File: config.mk
export PLATFORM = sky130hd
export DESIGN_NAME = jet_elem_former
export DESIGN_NICKNAME = d
export VERILOG_FILES = /design/src/rtl/jef_pkg.sv /design/src/rtl/jef_chan_check.sv /design/src/rtl/jef_elem_sum.sv /design/src/rtl/jef_serialiser.sv /design/src/rtl/jet_elem_former.sv
export SDC_FILE = /design/constraint.sdc
export NUM_CORES = 1
export LEC_CHECK = 0
export ABC_CLOCK_PERIOD_IN_PS = 5700
export BUFFER_PORTS_ARGS = -buffer_cell sky130_fd_sc_hd__buf_4
export CAP_MARGIN = 10
export CORE_MARGIN = 8
export CORE_UTILIZATION = 35
export CTS_CLUSTER_DIAMETER = 30
export DETAILED_ROUTE_END_ITERATION = 12
export PLACE_DENSITY = 0.55
export SETUP_SLACK_MARGIN = 0.2
export SLEW_MARGIN = 20
export SYNTH_ARGS = -nofsm -noshare
export SYNTH_HDL_FRONTEND = slang
export SYNTH_SLANG_ARGS = --single-unit
File: constraint.sdc
create_clock -name clk_i -period 5.7 [get_ports clk_i]
set_input_delay 0.57 -clock clk_i [delete_from_list [all_inputs] [get_ports clk_i]]
set_output_delay 0.57 -clock clk_i [all_outputs]
set_load 0.05 [all_outputs]
File: src/rtl/jef_pkg.sv
package jef_pkg;
   typedef enum logic {
      PH_LO = 1'b0,
      PH_HI = 1'b1
   } half_t;

   localparam int JEF_HALVES = 2;
endpackage

File: src/rtl/jef_chan_check.sv
module jef_chan_check #(
   parameter int E_W     = 10,
   parameter bit PAR_ODD = 1'b0
) (
   input  logic           clk_i,
   input  logic           rst_i,
   input  logic           adv_i,
   input  logic           link_i,
   input  logic [E_W-1:0] data_i,
   input  logic           par_i,
   input  logic           mask_i,
   output logic [E_W-1:0] en_o,
   output logic           err_o
);
   logic [E_W-1:0] word_q;
   logic           par_q;
   logic           mask_q;
   logic           par_bad;

   // capture on the base-period boundary
   always_ff @(posedge clk_i) begin
      if (rst_i) begin
         word_q <= '0;
         par_q  <= 1'b0;
         mask_q <= 1'b0;
      end else if (adv_i) begin
         word_q <= data_i;
         par_q  <= par_i;
         mask_q <= mask_i;
      end
   end

   generate
      if (PAR_ODD) begin : g_odd
         assign par_bad = ~(^{word_q, par_q});
      end else begin : g_even
         assign par_bad = ^{word_q, par_q};
      end
   endgenerate

   assign en_o = (link_i && !mask_q && !par_bad) ? word_q : '0;

   always_ff @(posedge clk_i) begin
      if (rst_i) begin
         err_o <= 1'b0;
      end else if (adv_i && link_i && par_bad) begin
         err_o <= 1'b1;
      end
   end
endmodule

File: src/rtl/jef_elem_sum.sv
module jef_elem_sum #(
   parameter int E_W  = 10,
   parameter int JE_W = 10
) (
   input  logic            clk_i,
   input  logic            rst_i,
   input  logic            adv_i,
   input  logic [E_W-1:0]  e_i,
   input  logic [E_W-1:0]  h_i,
   input  logic [JE_W-1:0] thr_i,
   output logic [JE_W-1:0] et_o
);
   localparam int SUM_W = E_W + 1;
   localparam int CMP_W = (SUM_W > JE_W) ? SUM_W : JE_W;
   localparam logic [CMP_W-1:0] FULL = CMP_W'({JE_W{1'b1}});

   logic [CMP_W-1:0] sum_x;
   logic [CMP_W-1:0] thr_x;
   logic [JE_W-1:0]  clipped;
   logic [JE_W-1:0]  et_d;

   assign sum_x = CMP_W'(e_i) + CMP_W'(h_i);
   assign thr_x = CMP_W'(thr_i);

   generate
      if (SUM_W > JE_W) begin : g_clip
         assign clipped = (sum_x >= FULL) ? FULL[JE_W-1:0] : sum_x[JE_W-1:0];
      end else begin : g_noclip
         assign clipped = sum_x[JE_W-1:0];
      end
   endgenerate

   // threshold is judged on the unclipped sum
   assign et_d = (sum_x >= thr_x) ? clipped : '0;

   always_ff @(posedge clk_i) begin
      if (rst_i) begin
         et_o <= '0;
      end else if (adv_i) begin
         et_o <= et_d;
      end
   end
endmodule

File: src/rtl/jef_serialiser.sv
module jef_serialiser
   import jef_pkg::*;
#(
   parameter int N_JE  = 12,
   parameter int JE_W  = 10,
   parameter int SER_W = JE_W / 2
) (
   input  logic                   clk_i,
   input  logic                   rst_i,
   input  logic [N_JE*JE_W-1:0]   et_i,
   output logic [N_JE*SER_W-1:0]  ser_o,
   output logic                   frame_o,
   output logic                   adv_o
);
   half_t half_q;

   always_ff @(posedge clk_i) begin
      if (rst_i) begin
         half_q <= PH_LO;
      end else begin
         half_q <= (half_q == PH_LO) ? PH_HI : PH_LO;
      end
   end

   assign frame_o = (half_q == PH_LO);
   assign adv_o   = (half_q == PH_HI);

   generate
      for (genvar i = 0; i < N_JE; i++) begin : g_mux
         assign ser_o[i*SER_W +: SER_W] = (half_q == PH_LO)
                                        ? et_i[i*JE_W +: SER_W]
                                        : et_i[i*JE_W + SER_W +: SER_W];
      end
   endgenerate
endmodule

File: src/rtl/jet_elem_former.sv
module jet_elem_former #(
   parameter int N_JE    = 12,
   parameter int E_W     = 10,
   parameter int JE_W    = 10,
   parameter bit PAR_ODD = 1'b0
) (
   input  logic                          clk_i,
   input  logic                          rst_i,
   input  logic [N_JE*E_W-1:0]           e_data_i,
   input  logic [N_JE-1:0]               e_par_i,
   input  logic [N_JE*E_W-1:0]           h_data_i,
   input  logic [N_JE-1:0]               h_par_i,
   input  logic [N_JE-1:0]               e_mask_i,
   input  logic [N_JE-1:0]               h_mask_i,
   input  logic [JE_W-1:0]               thr_i,
   input  logic                          link_ok_i,
   output logic [N_JE*(JE_W/2)-1:0]      je_ser_o,
   output logic                          frame_o,
   output logic [N_JE*JE_W-1:0]          je_et_o,
   output logic [N_JE-1:0]               e_err_o,
   output logic [N_JE-1:0]               h_err_o
);
   localparam int SER_W = JE_W / 2;

   generate
      if (JE_W != SER_W * jef_pkg::JEF_HALVES) begin : g_bad_split
         $error("jet element width must split into two equal halves");
      end
      if (N_JE < 1 || E_W < 1) begin : g_bad_size
         $error("element count and channel width must be positive");
      end
   endgenerate

   logic            adv;
   logic            link_q;
   logic [JE_W-1:0] thr_q;

   always_ff @(posedge clk_i) begin
      if (rst_i) begin
         link_q <= 1'b0;
         thr_q  <= '0;
      end else if (adv) begin
         link_q <= link_ok_i;
         thr_q  <= thr_i;
      end
   end

   generate
      for (genvar i = 0; i < N_JE; i++) begin : g_je
         logic [E_W-1:0] e_en;
         logic [E_W-1:0] h_en;

         jef_chan_check #(.E_W(E_W), .PAR_ODD(PAR_ODD)) u_e (
            .clk_i  (clk_i),
            .rst_i  (rst_i),
            .adv_i  (adv),
            .link_i (link_q),
            .data_i (e_data_i[i*E_W +: E_W]),
            .par_i  (e_par_i[i]),
            .mask_i (e_mask_i[i]),
            .en_o   (e_en),
            .err_o  (e_err_o[i])
         );

         jef_chan_check #(.E_W(E_W), .PAR_ODD(PAR_ODD)) u_h (
            .clk_i  (clk_i),
            .rst_i  (rst_i),
            .adv_i  (adv),
            .link_i (link_q),
            .data_i (h_data_i[i*E_W +: E_W]),
            .par_i  (h_par_i[i]),
            .mask_i (h_mask_i[i]),
            .en_o   (h_en),
            .err_o  (h_err_o[i])
         );

         jef_elem_sum #(.E_W(E_W), .JE_W(JE_W)) u_sum (
            .clk_i (clk_i),
            .rst_i (rst_i),
            .adv_i (adv),
            .e_i   (e_en),
            .h_i   (h_en),
            .thr_i (thr_q),
            .et_o  (je_et_o[i*JE_W +: JE_W])
         );
      end
   endgenerate

   jef_serialiser #(.N_JE(N_JE), .JE_W(JE_W), .SER_W(SER_W)) u_ser (
      .clk_i   (clk_i),
      .rst_i   (rst_i),
      .et_i    (je_et_o),
      .ser_o   (je_ser_o),
      .frame_o (frame_o),
      .adv_o   (adv)
   );
endmodule

Yosys cells after proc, flatten, opt, wreduce, memory -nomap -nowiden
Cells that the tools add are included.
W data, S select, Z words.
{"block": "totals", "inputBits": 301, "out_inout_bits": 205, "elab_cells": 354, "register_bits": 444}
{"block": "op_classes", "muxes": 61, "bitwise_logic": 1, "addsub": 12, "n_lt_le_gt_ge": 24, "n_reduce_logical": 145}
{"cell": "$mux W10", "n": 48}
{"cell": "$reduce_xor A11 Y1", "n": 24}
{"cell": "$add A10 B10 Y11", "n": 12}
{"cell": "$ge A11 B10 Y1", "n": 12}
{"cell": "$ge A11 B10 Y1 const B", "n": 12}
{"cell": "$logic_and A1 B1 Y1", "n": 73}
{"cell": "$mux W5", "n": 12}
{"cell": "$logic_not A1 Y1", "n": 48}
{"cell": "$mux W1", "n": 1}
{"cell": "$not A1 Y1", "n": 1}

Depth between registers and ports, before layout
Gate-level depths: netlist of run 1.
{"block": "logic_depth", "depth_word": 8, "ltp_mapped": 22, "mapped_depth_nobuf": 21}

Cells and area by module
From an unflattened synthesis of run 1, not the netlist that was laid out.
{"block": "hier_totals", "cells_unflattened": 3513, "area_unflattened_um2": 30513.0}
{"module": "jef_chan_check", "area_each_um2": 650.6, "seq_area_each_um2": 260.2, "cells_per_inst": 74, "instances": 24}
{"module": "jef_elem_sum (g_je[0].u_sum ...)", "area_each_um2": 1128.6, "seq_area_each_um2": 200.2, "cells_per_inst": 137, "instances": 9}
{"module": "jef_elem_sum (g_je[1].u_sum)", "area_each_um2": 1149.9, "seq_area_each_um2": 200.2, "cells_per_inst": 134, "instances": 1}
{"module": "jef_elem_sum (g_je[11].u_sum)", "area_each_um2": 1079.8, "seq_area_each_um2": 200.2, "cells_per_inst": 142, "instances": 1}
{"module": "jef_elem_sum (g_je[9].u_sum)", "area_each_um2": 1072.3, "seq_area_each_um2": 200.2, "cells_per_inst": 123, "instances": 1}
{"module": "jef_serialiser", "area_each_um2": 1052.3, "seq_area_each_um2": 20.0, "cells_per_inst": 70, "instances": 1}
{"module": "jet_elem_former", "area_each_um2": 386.6, "seq_area_each_um2": 220.2, "cells_per_inst": 35, "instances": 1}

Worst setup path after synthesis of run 1
OpenSTA, ideal clock, no wires.
{"block": "synth_path", "path_type": "register to register", "start": "register g_je[3].u_e.word_q[4]", "end": "register g_je[3].u_sum.et_o[9]", "path_stages_with_launch": 20, "t_arrival_ps": 4062, "required_ps": 5578, "setup_time_ps": 122, "path_buffers": 1, "synth_period_minus_slack_ps": 4184, "setup_slack_ps": 1516, "cell_sequence": "dfxtp_1 > xor2_1 > xnor2_1 > xnor2_1 > xnor2_1 > nor3b_2 > and2_1 > ha_1 > fa_1 > a21o_1 > a21oi_1 > o21ai_1 > a31oi_2 > xnor2_1 > ha_1 > a211o_1 > o41a_1 > buf_6 > and2_0 > a221o_1"}
{"block": "synth_between", "elab_chain_len": 8, "word_cells_on_any_way": 9, "cone_classes": "1 x add/sub; 2 x order compare; 3 x mux; 3 x reduce/logical"}
{"element": "start: declaration", "line": "jef_chan_check.sv:15", "rtl": "logic [E_W-1:0] word_q;"}
{"element": "start signal: assignment", "line": "jef_chan_check.sv:27", "rtl": "word_q <= data_i;"}
{"element": "$reduce_xor A11 Y1", "line": "jef_chan_check.sv:37", "rtl": "assign par_bad = ^{word_q, par_q};"}
{"element": "$logic_not A1 Y1", "line": "jef_chan_check.sv:41", "rtl": "assign en_o = (link_i && !mask_q && !par_bad) ? word_q : '0;"}
{"element": "$logic_and A1 B1 Y1", "line": "jef_chan_check.sv:41"}
{"element": "$mux W10 (*)", "line": "jef_chan_check.sv:41"}
{"element": "$add A10 B10 Y11 (*)", "line": "jef_elem_sum.sv:22", "rtl": "assign sum_x = CMP_W'(e_i) + CMP_W'(h_i);"}
{"element": "$ge A11 B10 Y1", "line": "jef_elem_sum.sv:27", "rtl": "assign clipped = (sum_x >= FULL) ? FULL[JE_W-1:0] : sum_x[JE_W-1:0];"}
{"element": "$mux W10", "line": "jef_elem_sum.sv:27"}
{"element": "$mux W10 (*)", "line": "jef_elem_sum.sv:34", "rtl": "assign et_d = (sum_x >= thr_x) ? clipped : '0;"}
{"element": "end signal: assignment", "line": "jef_elem_sum.sv:40", "rtl": "et_o <= et_d;"}
{"element": "end: declaration", "line": "jef_elem_sum.sv:11", "rtl": "output logic [JE_W-1:0] et_o"}
Every way passes the cells marked *; elsewhere a longest branch is shown, timed or not.
A chain may end at the register's enable or synchronous reset.

Final worst setup path of run 1
{"block": "layout_path", "start": "register g_je[8].u_e.word_q[1]", "end": "register g_je[8].u_sum.et_o[5]"}
{"block": "layout_between", "elab_chain_len": 8, "word_cells_on_any_way": 9, "cone_classes": "1 x add/sub; 2 x order compare; 3 x mux; 3 x reduce/logical"}
{"element": "start: declaration", "line": "jef_chan_check.sv:15"}
{"element": "start signal: assignment", "line": "jef_chan_check.sv:27"}
{"element": "$reduce_xor A11 Y1", "line": "jef_chan_check.sv:37"}
{"element": "$logic_not A1 Y1", "line": "jef_chan_check.sv:41"}
{"element": "$logic_and A1 B1 Y1", "line": "jef_chan_check.sv:41"}
{"element": "$mux W10 (*)", "line": "jef_chan_check.sv:41"}
{"element": "$add A10 B10 Y11 (*)", "line": "jef_elem_sum.sv:22"}
{"element": "$ge A11 B10 Y1", "line": "jef_elem_sum.sv:27"}
{"element": "$mux W10", "line": "jef_elem_sum.sv:27"}
{"element": "$mux W10 (*)", "line": "jef_elem_sum.sv:34"}
{"element": "end signal: assignment", "line": "jef_elem_sum.sv:40"}
{"element": "end: declaration", "line": "jef_elem_sum.sv:11"}
Marked as above.

==> metrics.yaml, run 1 <==
drv_cap: 0
vias: 22600
syn_inst: 2999
critPathSlowestCell: "nor3b_2"
reg2reg_from: "g_je[8].u_e.word_q[1]$_SDFFE_PP0P_"
max_stage_delay_ns: 0.41
h-tree-depth: 3
drc: 0
nNetsFinal: 4058
dp_hpwl_mm: 67.3
yosys_warnings: 0
dr.first_iter.drc_count: 1051
rsz0062_at_grt: "no"
via_per_inst: 4.86
path_depth: 19
top_layer: "met5"
clk_latency_ns: 0.66
tns_ns: 0
power_switching_mw: 3.19
instances_no_fill: 4651
holdPathStages: 3
worst_hold_path_type: "in -> reg"
synth_cell_types: 67
post_cts_buffers: 0
ir_drop_mv: 0.237
outcome: "finished, final reports clean"
routed_wl_mm: 90.9
whs_ns: 0.148
die-area_um2: 86900
rows: 102
cpLargestDelayFamily: "compound AO/OA/AOI/OAI gates"
hold_viol_final: 0
reg2regPathDepth: 19
critPathKind: "reg -> reg"
worst_pin_slew_ns: 1.10
cts_tree: "done"
switching_share_pct: 26.0
critPathBufInv: 0
clk_path_buf_depth: 3
dieWidth_um: 295
first_global_vias: 22800
place.gp.congestion: 0.853
finalPower_mw: 12.3
syn_area_um2: 27200
syn_area_per_cell_um2: 9.07
grt-ovfl-total: 0
syn_nets: 3552
place.port_buffers: 505
setup_viol: 0
ctsResizeCount: 0
synthToLayoutAreaGrowth_pct: 32.9
io_pins: 506
core_area_um2: 77200
fp.dieH_um: 295
cp-startpoint: "g_je[8].u_e.word_q[1]$_SDFFE_PP0P_"
p_leak_nw: 16.6
groute.usage.overall_pct: 20.0
p_int_mw: 9.11
crit_chain: "xnor2_1 -> xnor2_1 -> xnor2_1 -> xnor2_1 -> nor3b_2 -> and2_1 -> ha_1 -> a21o_1 -> a21oi_1 -> nor2b_1 -> o221ai_1 -> o311a_1 -> ha_1 -> a21o_1 -> a221oi_1 -> o21ai_0 -> a211oi_1 -> nor2_1 -> a221o_1"
crit_fanout: 10
critPathLaunchType: "flop"
grt_max_degree: 123
async_flop_share_pct: 0
drtPass1Iterations: 5
critPathRequiredTime_ns: 6.23
drive_gt1_share_pct: 23.1
antenna_found_initial: 14
synth-seq-area-share_pct: 32.7
fmaxAchievable_mhz: 210
synth_edf_count: 0
seqPwrFrac_pct: 28.0
placed_cell_area_um2: 31900
clockPowerShare_pct: 57.4
worst_setup_path_end_kind: "flop"
cts_hold_buf: 0
crit_top_cell: "xnor2_1"
power_frac_comb_pct: 14.6
slew_viol_final: 0
placedCellCount: 4426
min_from: "h_data_i[39]"
relSlewSlack_pct: 26.4
synth_ff_type: "dfxtp_1"
initial_core_util_pct: 35.2
grt_pass1_wl_mm: 136
cts_root_buf: "clkbuf_16"
clock_skew_ns: 0.0308
met2_length_mm: 41.1
period_minus_slack_ns: 4.75
final_antenna_net_count: 0
ys_ff_latch: 444
wl_met1_mm: 40.2
cts.sinks: 444
numCtsBuffers: 117
critPathArrivalTime_ns: 5.28
final_design_area_no_fill_um2: 36200
p_per_area_nw_per_um2: 340
clkTransAtPathRegs_ns: 0.05
wl_met3_mm: 6.48
wl_per_cell_um: 19.5
fin_crit_sh_pct: 83.4
## synthesized netlist by cell type (all sizes together), types with 13 or more instances
cell | n | share of area, %
a211oi | 54 | 1.5
a21o | 56 | 1.5
mux2 | 50 | 2.1
o21ai | 94 | 1.8
dfxtp | 444 | 33
o21bai | 13 | 0.36
nor2 | 491 | 6.8
xor2 | 69 | 2.2
inv | 43 | 0.59
nand2b | 25 | 0.57
nor3 | 52 | 0.96
ha | 240 | 11
buf | 77 | 1.6
clkbuf | 60 | 0.83
and2 | 245 | 5.6
mux2i | 299 | 11
a221o | 16 | 0.59
a21oi | 105 | 2.0
xnor2 | 263 | 8.5
nor3b | 25 | 1.1
nand2 | 124 | 1.7
## kinds of logic after synthesis
logic type	share of synthesized area [%]
and+or+nand+nor	17.6
adders and majority gates	11.9
muxes	13.1
AOI/OAI and AO/OA	11.1
buffers and inverters	3.00
xor gates and xnor gates	10.7
DFF	32.7
## layer usage
layer | vias to the layer above | GRT usage (%)
met5 | - | 0
met4 | 8 | 7.48
met3 | 169 | 5.62
met2 | 601 | 32.3
met1 | 10400 | 25.4
li1 | 11400 | -
## area by class of cell
cell class                 count  area (µm²)
multi-input combinational   2375       17500
clock buffer                 154        3310
sequential                   444        8890
fill                        7538       41000
tap                         1040        1300
timing repair buffer         524        3990
inverter                      43         161
antenna                        8        20.0
clock inverter                63         972
## metrics by stage
stage          util, %  setup slack, ns
5_1_grt           46.8            0.575
3_3_place_gp      41.3             1.03
2_1_floorplan        -             1.52
3_5_place_dp      41.3            0.977
6_report          46.8            0.949
4_1_cts           46.8            0.928
## worst reg2reg max path, cell delays in order (launching register included)
cell and delay (ns):
dfxtp_1 0.33, xnor2_1 0.21, xnor2_1 0.17, xnor2_1 0.16, xnor2_1 0.13, nor3b_2 0.41, and2_1 0.29, ha_1 0.26
a21o_1 0.16, a21oi_1 0.22, nor2b_1 0.10, o221ai_1 0.30, o311a_1 0.28, ha_1 0.25, a21o_1 0.16, a221oi_1 0.25
o21ai_0 0.15, a211oi_1 0.31, nor2_1 0.17, a221o_1 0.34
## final timing paths
path	endpoint	slack (ns)
min reg2reg	g_je[3].u_h.err_o$_SDFFE_PP0P_	0.47
min	g_je[3].u_h.word_q[9]$_SDFFE_PP0P_	0.15
max reg2reg	g_je[8].u_sum.et_o[5]$_SDFFE_PP0P_	0.95
max	g_je[8].u_sum.et_o[5]$_SDFFE_PP0P_	0.95
## power by group through the flow
stage	Sequential, mW	Clock (mW)	Combinational [mW]
final	3.45	7.06	1.80
after global routing	3.47	7.35	1.96
after CTS	3.45	7.18	1.82
after detailed placement	3.50	0	1.81
after global placement	3.50	0	1.80
after floorplan	3.53	0	1.22
## registers in the layout, indices dropped and copies added (netlist names)
signal / cells
thr_q: 10
g_je.u_e.word_q: 120
g_je.u_h.word_q: 120
g_je.u_sum.et_o: 120
g_je.u_h.mask_q: 12
g_je.u_e.mask_q: 12
u_ser.adv_o: 1
g_je.u_e.par_q: 12
g_je.u_h.err_o: 12
g_je.u_h.par_q: 12
g_je.u_e.err_o: 12
link_q: 1
## placed cells by master, fill, tap and decap left out, types with 12 or more instances in the layout
cell type	count
nor2_1	489
nand2_1	124
a21oi_1	99
o21bai_1	13
nor3b_2	24
xor2_1	69
ha_1	240
a221o_1	16
nor3_1	52
nand2b_1	25
buf_4	519
xnor2_1	263
dfxtp_1	441
a211oi_1	54
mux2_2	50
clkbuf_16	120
fa_1	12
mux2i_1	299
clkinv_2	26
and2_1	243
o21ai_0	81
clkbuf_8	18
inv_1	41
clkbuf_1	16
a21o_1	56
bufinv_16	22
No activity file was read; power rests on OpenSTA's default activity.
==> inputs of run 2 (changes only) <==
--- a/config.mk
+++ b/config.mk
@@ -5,7 +5,7 @@
 export SDC_FILE = /design/constraint.sdc
 export NUM_CORES = 1
 export LEC_CHECK = 0
-export ABC_CLOCK_PERIOD_IN_PS = 5700
+export ABC_CLOCK_PERIOD_IN_PS = 4500
 export BUFFER_PORTS_ARGS = -buffer_cell sky130_fd_sc_hd__buf_4
 export CAP_MARGIN = 10
 export CORE_MARGIN = 8
==> constraint.sdc (replaced) <==
create_clock -name clk_i -period 4.5 [get_ports clk_i]
set_input_delay 0.45 -clock clk_i [delete_from_list [all_inputs] [get_ports clk_i]]
set_output_delay 0.45 -clock clk_i [all_outputs]
set_load 0.05 [all_outputs]
==> run 2 against run 1 <==
Via count grew 7.9%. Design area up 15%. Register-to-register slack worse by 0.80 ns. Flip-flop and latch count is the same. Combinational power grew 73%. Clock-buffer cell count down 7. Worst hold slack got worse by 0.11 ns. Clock skew is 0.0041 ns higher. Clock power rose by 25%. Utilization is 7.2 points higher. Critical endpoint is now g_je[3].u_sum.et_o[9]$_SDFFE_PP0P_. Largest power group unchanged. Critical path type unchanged. Largest cell class unchanged. Highest routed layer unchanged. Final cell count increased by 8.9%.
==> metrics.yaml, run 2 (synthesis results as in run 1) <==
cpLargestDelayFamily: "compound AO/OA/AOI/OAI gates"
placedCellCount: 4548  # +2.8%
numCtsBuffers: 121  # +3.4%
nNetsFinal: 4466  # +10%
rows: 102  # unchanged
instances_no_fill: 5065  # +8.9%
switching_share_pct: 27.3  # +1.4 points
grt_max_degree: 119  # -3.3%
core_area_um2: 77200  # unchanged
drtPass1Iterations: 5  # unchanged
via_per_inst: 4.81  # -0.90%
place.port_buffers: 505  # unchanged
seqPwrFrac_pct: 26.8  # -1.2 points
grt-ovfl-total: 0  # unchanged
dr.first_iter.drc_count: 1130  # +7.5%
power_frac_comb_pct: 19.0  # +4.4 points
critPathLaunchType: "flop"
cts_root_buf: "clkbuf_16"
reg2reg_from: "g_je[3].u_h.word_q[4]$_SDFFE_PP0P_"
crit_chain: "xor2_2 -> xnor2_2 -> xnor2_2 -> xnor2_2 -> nor3b_2 -> and2_4 -> ha_4 -> fa_2 -> a21o_1 -> a21oi_2 -> o21ai_2 -> a31oi_4 -> xnor2_2 -> ha_1 -> a211o_1 -> o41a_1 -> buf_6 -> and2_4 -> a221o_1"
tns_ns: 0  # unchanged
drive_gt1_share_pct: 35.2  # +12 points
setup_viol: 0  # unchanged
die-area_um2: 86900  # unchanged
dp_hpwl_mm: 69.2  # +2.8%
hold_viol_final: 0  # unchanged
io_pins: 506  # unchanged
vias: 24400  # +7.9%
wl_per_cell_um: 19.1  # -2.4%
clk_path_buf_depth: 3  # unchanged
cts_tree: "done"
critPathSlowestCell: "fa_2"
path_depth: 19  # unchanged
p_per_area_nw_per_um2: 392  # +15%
multi_input_area_um2: 19400  # +11%
worst_pin_slew_ns: 1.05  # -0.0507 ns
critPathRequiredTime_ns: 5.04  # -1.19 ns
reg2regPathDepth: 19  # unchanged
final_antenna_net_count: 0  # unchanged
drc: 0  # unchanged
critPathKind: "reg -> reg"
critPathCapture: "g_je[3].u_sum.et_o[9]$_SDFFE_PP0P_"
h-tree-depth: 3  # unchanged
worst_setup_path_end_kind: "flop"
p_leak_nw: 19.0  # +14%
whs_ns: 0.0425  # -0.105 ns
clockPowerShare_pct: 54.2  # -3.2 points
grt_pass1_wl_mm: 144  # +5.5%
p_int_mw: 11.9  # +30%
largest_registers: "g_je.u_e.word_q (120), g_je.u_h.word_q (120), g_je.u_sum.et_o (120)"
first_global_vias: 24700  # +8.6%
cts.sinks: 444  # unchanged
clkTransAtPathRegs_ns: 0.05  # about the same
fin_crit_sh_pct: 96.6  # +13 points
routed_wl_mm: 96.6  # +6.3%
mostFrequentLayoutCells: "buf_4, nor2_1, dfxtp_1"
dieWidth_um: 295  # unchanged
place.gp.congestion: 0.862  # +1.1%
crit_fanout: 5  # -5
initial_core_util_pct: 35.2  # unchanged
fp.dieH_um: 295  # unchanged
synthToLayoutAreaGrowth_pct: 53.3
critPathBufInv: 1  # +1
cp-startpoint: "g_je[3].u_h.word_q[4]$_SDFFE_PP0P_"
fillers: 6972  # -7.5%
drv_cap: 0  # unchanged
crit_top_cell: "xnor2_2"
regArea_um2: 9010  # +1.3%
slew_viol_final: 0  # unchanged
layout.cells.most_common: "buf_4"
critPathArrivalTime_ns: 4.88  # -0.40 ns
fmaxAchievable_mhz: 230  # +9.3%
fin_util_pct: 54.0  # +7.2 points
max_stage_delay_ns: 0.36  # -0.05 ns
rsz0062_at_grt: "yes"
clock_skew_ns: 0.0349  # +0.00411 ns
antenna_found_initial: 12  # -2
final_design_area_no_fill_um2: 41700  # +15%
placed_cell_area_um2: 32800  # +2.9%
power_switching_mw: 4.47  # +40%
period_minus_slack_ns: 4.35  # -0.403 ns
clk_latency_ns: 0.67  # about the same
outcome: "finished, final reports clean"
ir_drop_mv: 0.299  # +26%
r2r_setup_slack_ns: 0.15  # -0.80 ns
worst_hold_path_type: "in -> reg"
relSlewSlack_pct: 29.8  # +3.4 points
r2r_end: "g_je[3].u_sum.et_o[9]$_SDFFE_PP0P_"
groute.usage.overall_pct: 21.0  # +0.92 points
-- run 2: cell count changes in the layout (fill, tap and decap cells not counted), sizes merged --
cell,change
buf,+203
dlygate4sd3,+200
clkinvlp,+12
clkbuf,-7
bufinv,-4
clkinv,+4
inv,+3
diode,+2
nor3b,+1
-- run 2: metrics by stage --
step | power, mW | worst slack, ns
final | 16.4 | 0.152
after global routing | 17.0 | -0.0599
after CTS | 16.2 | 0.182
after detailed placement | 6.89 | -0.0995
after global placement | 6.87 | -0.0698
after floorplan | 6.01 | 0.316
-- run 2: area by class of cell --
type | count | area share (%)
clock inverters | 78 | 2.43
repair buffers | 927 | 18.1
inverters | 43 | 0.387
multi-input cells | 2376 | 46.5
diodes | 10 | 0.0600
well taps | 1040 | 3.12
flip-flops and latches | 444 | 21.6
clock buffers | 147 | 7.81
-- run 2: power groups by stage --
stage	sequential, mW	clock [mW]	combinational [mW]
6_report	4.38	8.86	3.11
3_5_place_dp	4.43	0	2.46
5_1_grt	4.40	9.24	3.35
3_3_place_gp	4.42	0	2.45
4_1_cts	4.36	9.01	2.83
2_1_floorplan	4.47	0	1.54
-- run 2: worst min-delay path by stage --
| stage | startpoint | endpoint | slack (ns) | cells after the start |
|---|---|---|---|---|
| global placement | g_je[11].u_h.err_o$_SDFFE_PP0P_ | g_je[11].u_h.err_o$_SDFFE_PP0P_ | 0.45 | 2 |
| finish | e_data_i[102] | g_je[10].u_e.word_q[2]$_SDFFE_PP0P_ | 0.04 | 3 |
| detailed placement | g_je[8].u_h.err_o$_SDFFE_PP0P_ | g_je[8].u_h.err_o$_SDFFE_PP0P_ | 0.46 | 2 |
| floorplan | g_je[0].u_e.err_o$_SDFFE_PP0P_ | g_je[0].u_e.err_o$_SDFFE_PP0P_ | 0.44 | 2 |
| CTS | e_data_i[103] | g_je[10].u_e.word_q[3]$_SDFFE_PP0P_ | 0.0001 | 3 |
| global route | e_data_i[80] | g_je[8].u_e.word_q[0]$_SDFFE_PP0P_ | 0.009 | 3 |
-- run 2: metal layers --
layer	global-route usage, %	vias to the layer above	share of wire, %
met5	0	-	0.034
li1	-	12300	-
met1	26.3	11400	44
met3	4.76	170	5.5
met4	7.36	6	3.2
met2	35.1	577	47
-- run 2: tightest hold or removal path: stages --
cell	delay [ns]
buf_4	0.08
mux2i_1	0.05
nor2_1	0.07
-- run 2: what timing repair did --
item | CTS | global route
endpoints found under the setup margin | 110 | 120
pin swaps | 125 | 321
gates resized for setup | 118 | 347
buffers inserted | 28 | 53
endpoints found under the hold margin | 200 | 0
cloned | 1 | 0
hold buffers | 200 | 0
==> inputs of run 3 (changes only) <==
==> constraint.sdc (replaced) <==
create_clock -name clk_i -period 4.5 [get_ports clk_i]
set_input_delay 0.9 -clock clk_i [delete_from_list [all_inputs] [get_ports clk_i]]
set_output_delay 0.9 -clock clk_i [all_outputs]
set_load 0.05 [all_outputs]
==> run 3 against run 2 <==
Critical path depth stayed put. Clock power is 3.0% higher. Clock-buffer cell count is 14 higher. Total power is 0.73% higher. Largest cell class unchanged. Via count is 3.3% lower. Design area is 5.2% lower. Flip-flop and latch count stayed put. Setup slack worse by 0.014 ns. Register-to-register slack hardly changed. First-iteration DRC count is 12% lower.
==> metrics.yaml, run 3 (synthesis results as in run 1) <==
outcome: "finished, final reports clean"
dr.first_iter.drc_count: 991  # -12%
via_per_inst: 4.85  # +0.65%
p_leak_nw: 18.2  # -4.1%
clock_skew_ns: 0.0252  # -0.00964 ns
grt_pass1_wl_mm: 140  # -2.8%
dieWidth_um: 295  # unchanged
place.port_buffers: 505  # unchanged
critPathKind: "reg -> reg"
drive_gt1_share_pct: 35.7  # +0.48 points
mostFrequentLayoutCells: "buf_4, nor2_1, dfxtp_1"
critPathLaunchType: "flop"
setup_viol: 0  # unchanged
synthToLayoutAreaGrowth_pct: 45.2
clk_latency_ns: 0.65  # -0.02 ns
drc: 0  # unchanged
rows: 102  # unchanged
h-tree-depth: 3  # unchanged
numCtsBuffers: 119  # -1.7%
period_minus_slack_ns: 4.36  # +0.0145 ns
multi_input_area_um2: 19000  # -1.7%
tns_ns: 0  # unchanged
crit_fanout: 5  # unchanged
worst_pin_slew_ns: 1.09  # +0.0456 ns
rsz0062_at_grt: "yes"
layout.cells.most_common: "buf_4"
critPathArrivalTime_ns: 4.85  # -0.03 ns
ir_drop_mv: 0.347  # +16%
cp-startpoint: "g_je[1].u_h.word_q[4]$_SDFFE_PP0P_"
critPathRequiredTime_ns: 4.99  # -0.05 ns
grt-ovfl-total: 0  # unchanged
antenna_found_initial: 10  # -2
initial_core_util_pct: 35.2  # unchanged
fillers: 7296  # +4.6%
dp_hpwl_mm: 69.6  # +0.59%
die-area_um2: 86900  # unchanged
clk_path_buf_depth: 3  # unchanged
min_from: "g_je[1].u_e.err_o$_SDFFE_PP0P_"
cts_hold_buf: 0  # -100%
clkTransAtPathRegs_ns: 0.04  # about the same
drv_cap: 0  # unchanged
first_global_vias: 23600  # -4.6%
place.gp.congestion: 0.843  # -2.2%
largest_registers: "g_je.u_e.word_q (120), g_je.u_h.word_q (120), g_je.u_sum.et_o (120)"
cts.sinks: 444  # unchanged
whs_ns: 0.472  # +0.429 ns
fmaxAchievable_mhz: 229  # -0.33%
slew_viol_final: 0  # unchanged
nNetsFinal: 4273  # -4.3%
core_area_um2: 77200  # unchanged
fp.dieH_um: 295  # unchanged
final_antenna_net_count: 0  # unchanged
final_design_area_no_fill_um2: 39500  # -5.2%
cts_root_buf: "clkbuf_16"
worst_hold_path_type: "reg -> reg"
vias: 23600  # -3.3%
reg2reg_from: "g_je[1].u_h.word_q[4]$_SDFFE_PP0P_"
cts_tree: "done"
p_per_area_nw_per_um2: 417  # +6.3%
drtPass1Iterations: 5  # unchanged
regArea_um2: 8990  # -0.19%
fin_crit_sh_pct: 96.9  # +0.32 points
hold_viol_final: 0  # unchanged
wl_per_cell_um: 19.4  # +1.8%
worst_setup_path_end_kind: "flop"
groute.usage.overall_pct: 20.5  # -0.48 points
grt_max_degree: 138  # +16%
placed_cell_area_um2: 32900  # +0.22%
routed_wl_mm: 94.5  # -2.2%
io_pins: 506  # unchanged
relSlewSlack_pct: 27.2  # -2.7 points
[run 3: stage by stage]
stage	std cells	setup slack (ns)	utilization [%]	power [mW]
4_1_cts	4809	0.186	49.1	16.3
6_report	4865	0.137	51.2	16.5
3_5_place_dp	4556	-0.178	42.6	6.90
5_1_grt	4862	-0.0723	51.2	17.1
3_3_place_gp	4556	-0.0360	42.6	6.89
2_1_floorplan	2999	0.316	-	6.01
[run 3: where the power goes]
group	total, mW	switching, mW	internal [mW]	leakage, nW
registers	4.39	0.222	4.16	3.66
logic	2.95	1.48	1.47	12.4
clock network	9.13	2.61	6.52	2.15
[run 3: final timing paths]
check,to,slack (ns),cells after the start
setup / recovery,g_je[1].u_sum.et_o[3]$_SDFFE_PP0P_,0.14,19
hold / removal,g_je[1].u_e.err_o$_SDFFE_PP0P_,0.47,2
setup reg to reg,g_je[1].u_sum.et_o[3]$_SDFFE_PP0P_,0.14,19
hold reg to reg,g_je[1].u_e.err_o$_SDFFE_PP0P_,0.47,2
[run 3: layout make-up]
type	instances	share of cell area, %
multi-input cells	2379	48.2
flip-flops and latches	444	22.7
repair buffers	733	14.2
clock buffers	161	8.75
well taps	1040	3.29
clock inverters	61	2.37
inverters	43	0.408
diodes	4	0.0253
[run 3: what timing repair did]
action	in CTS	in global routing
endpoints found under the hold margin	0	0
gates resized for setup	99	286
pin swaps	109	277
endpoints found under the setup margin	110	120
buffers inserted	30	49
cloned	1	3
[run 3: layer usage]
layer  vias up  share of wire (%)  track usage [%]
met5         -              0.088                0
met4        14                2.1             5.23
met3       131                6.3             5.68
met2       524                 47             34.4
met1     11100                 44             25.8
li1      11900                  -                -
[run 3: worst max-delay path, stage by stage, from the launching register on]
cell	delay (ns)
dfxtp_2	0.33
xor2_2	0.18
xnor2_2	0.14
xnor2_1	0.15
xnor2_1	0.26
nor3b_2	0.10
and2_1	0.15
ha_2	0.20
fa_2	0.35
a21o_1	0.22
a211oi_2	0.26
nor2_1	0.10
o41ai_2	0.28
xnor2_1	0.19
ha_1	0.31
a2111oi_4	0.39
a31oi_4	0.21
buf_6	0.16
a211oi_2	0.16
nor3_1	0.07
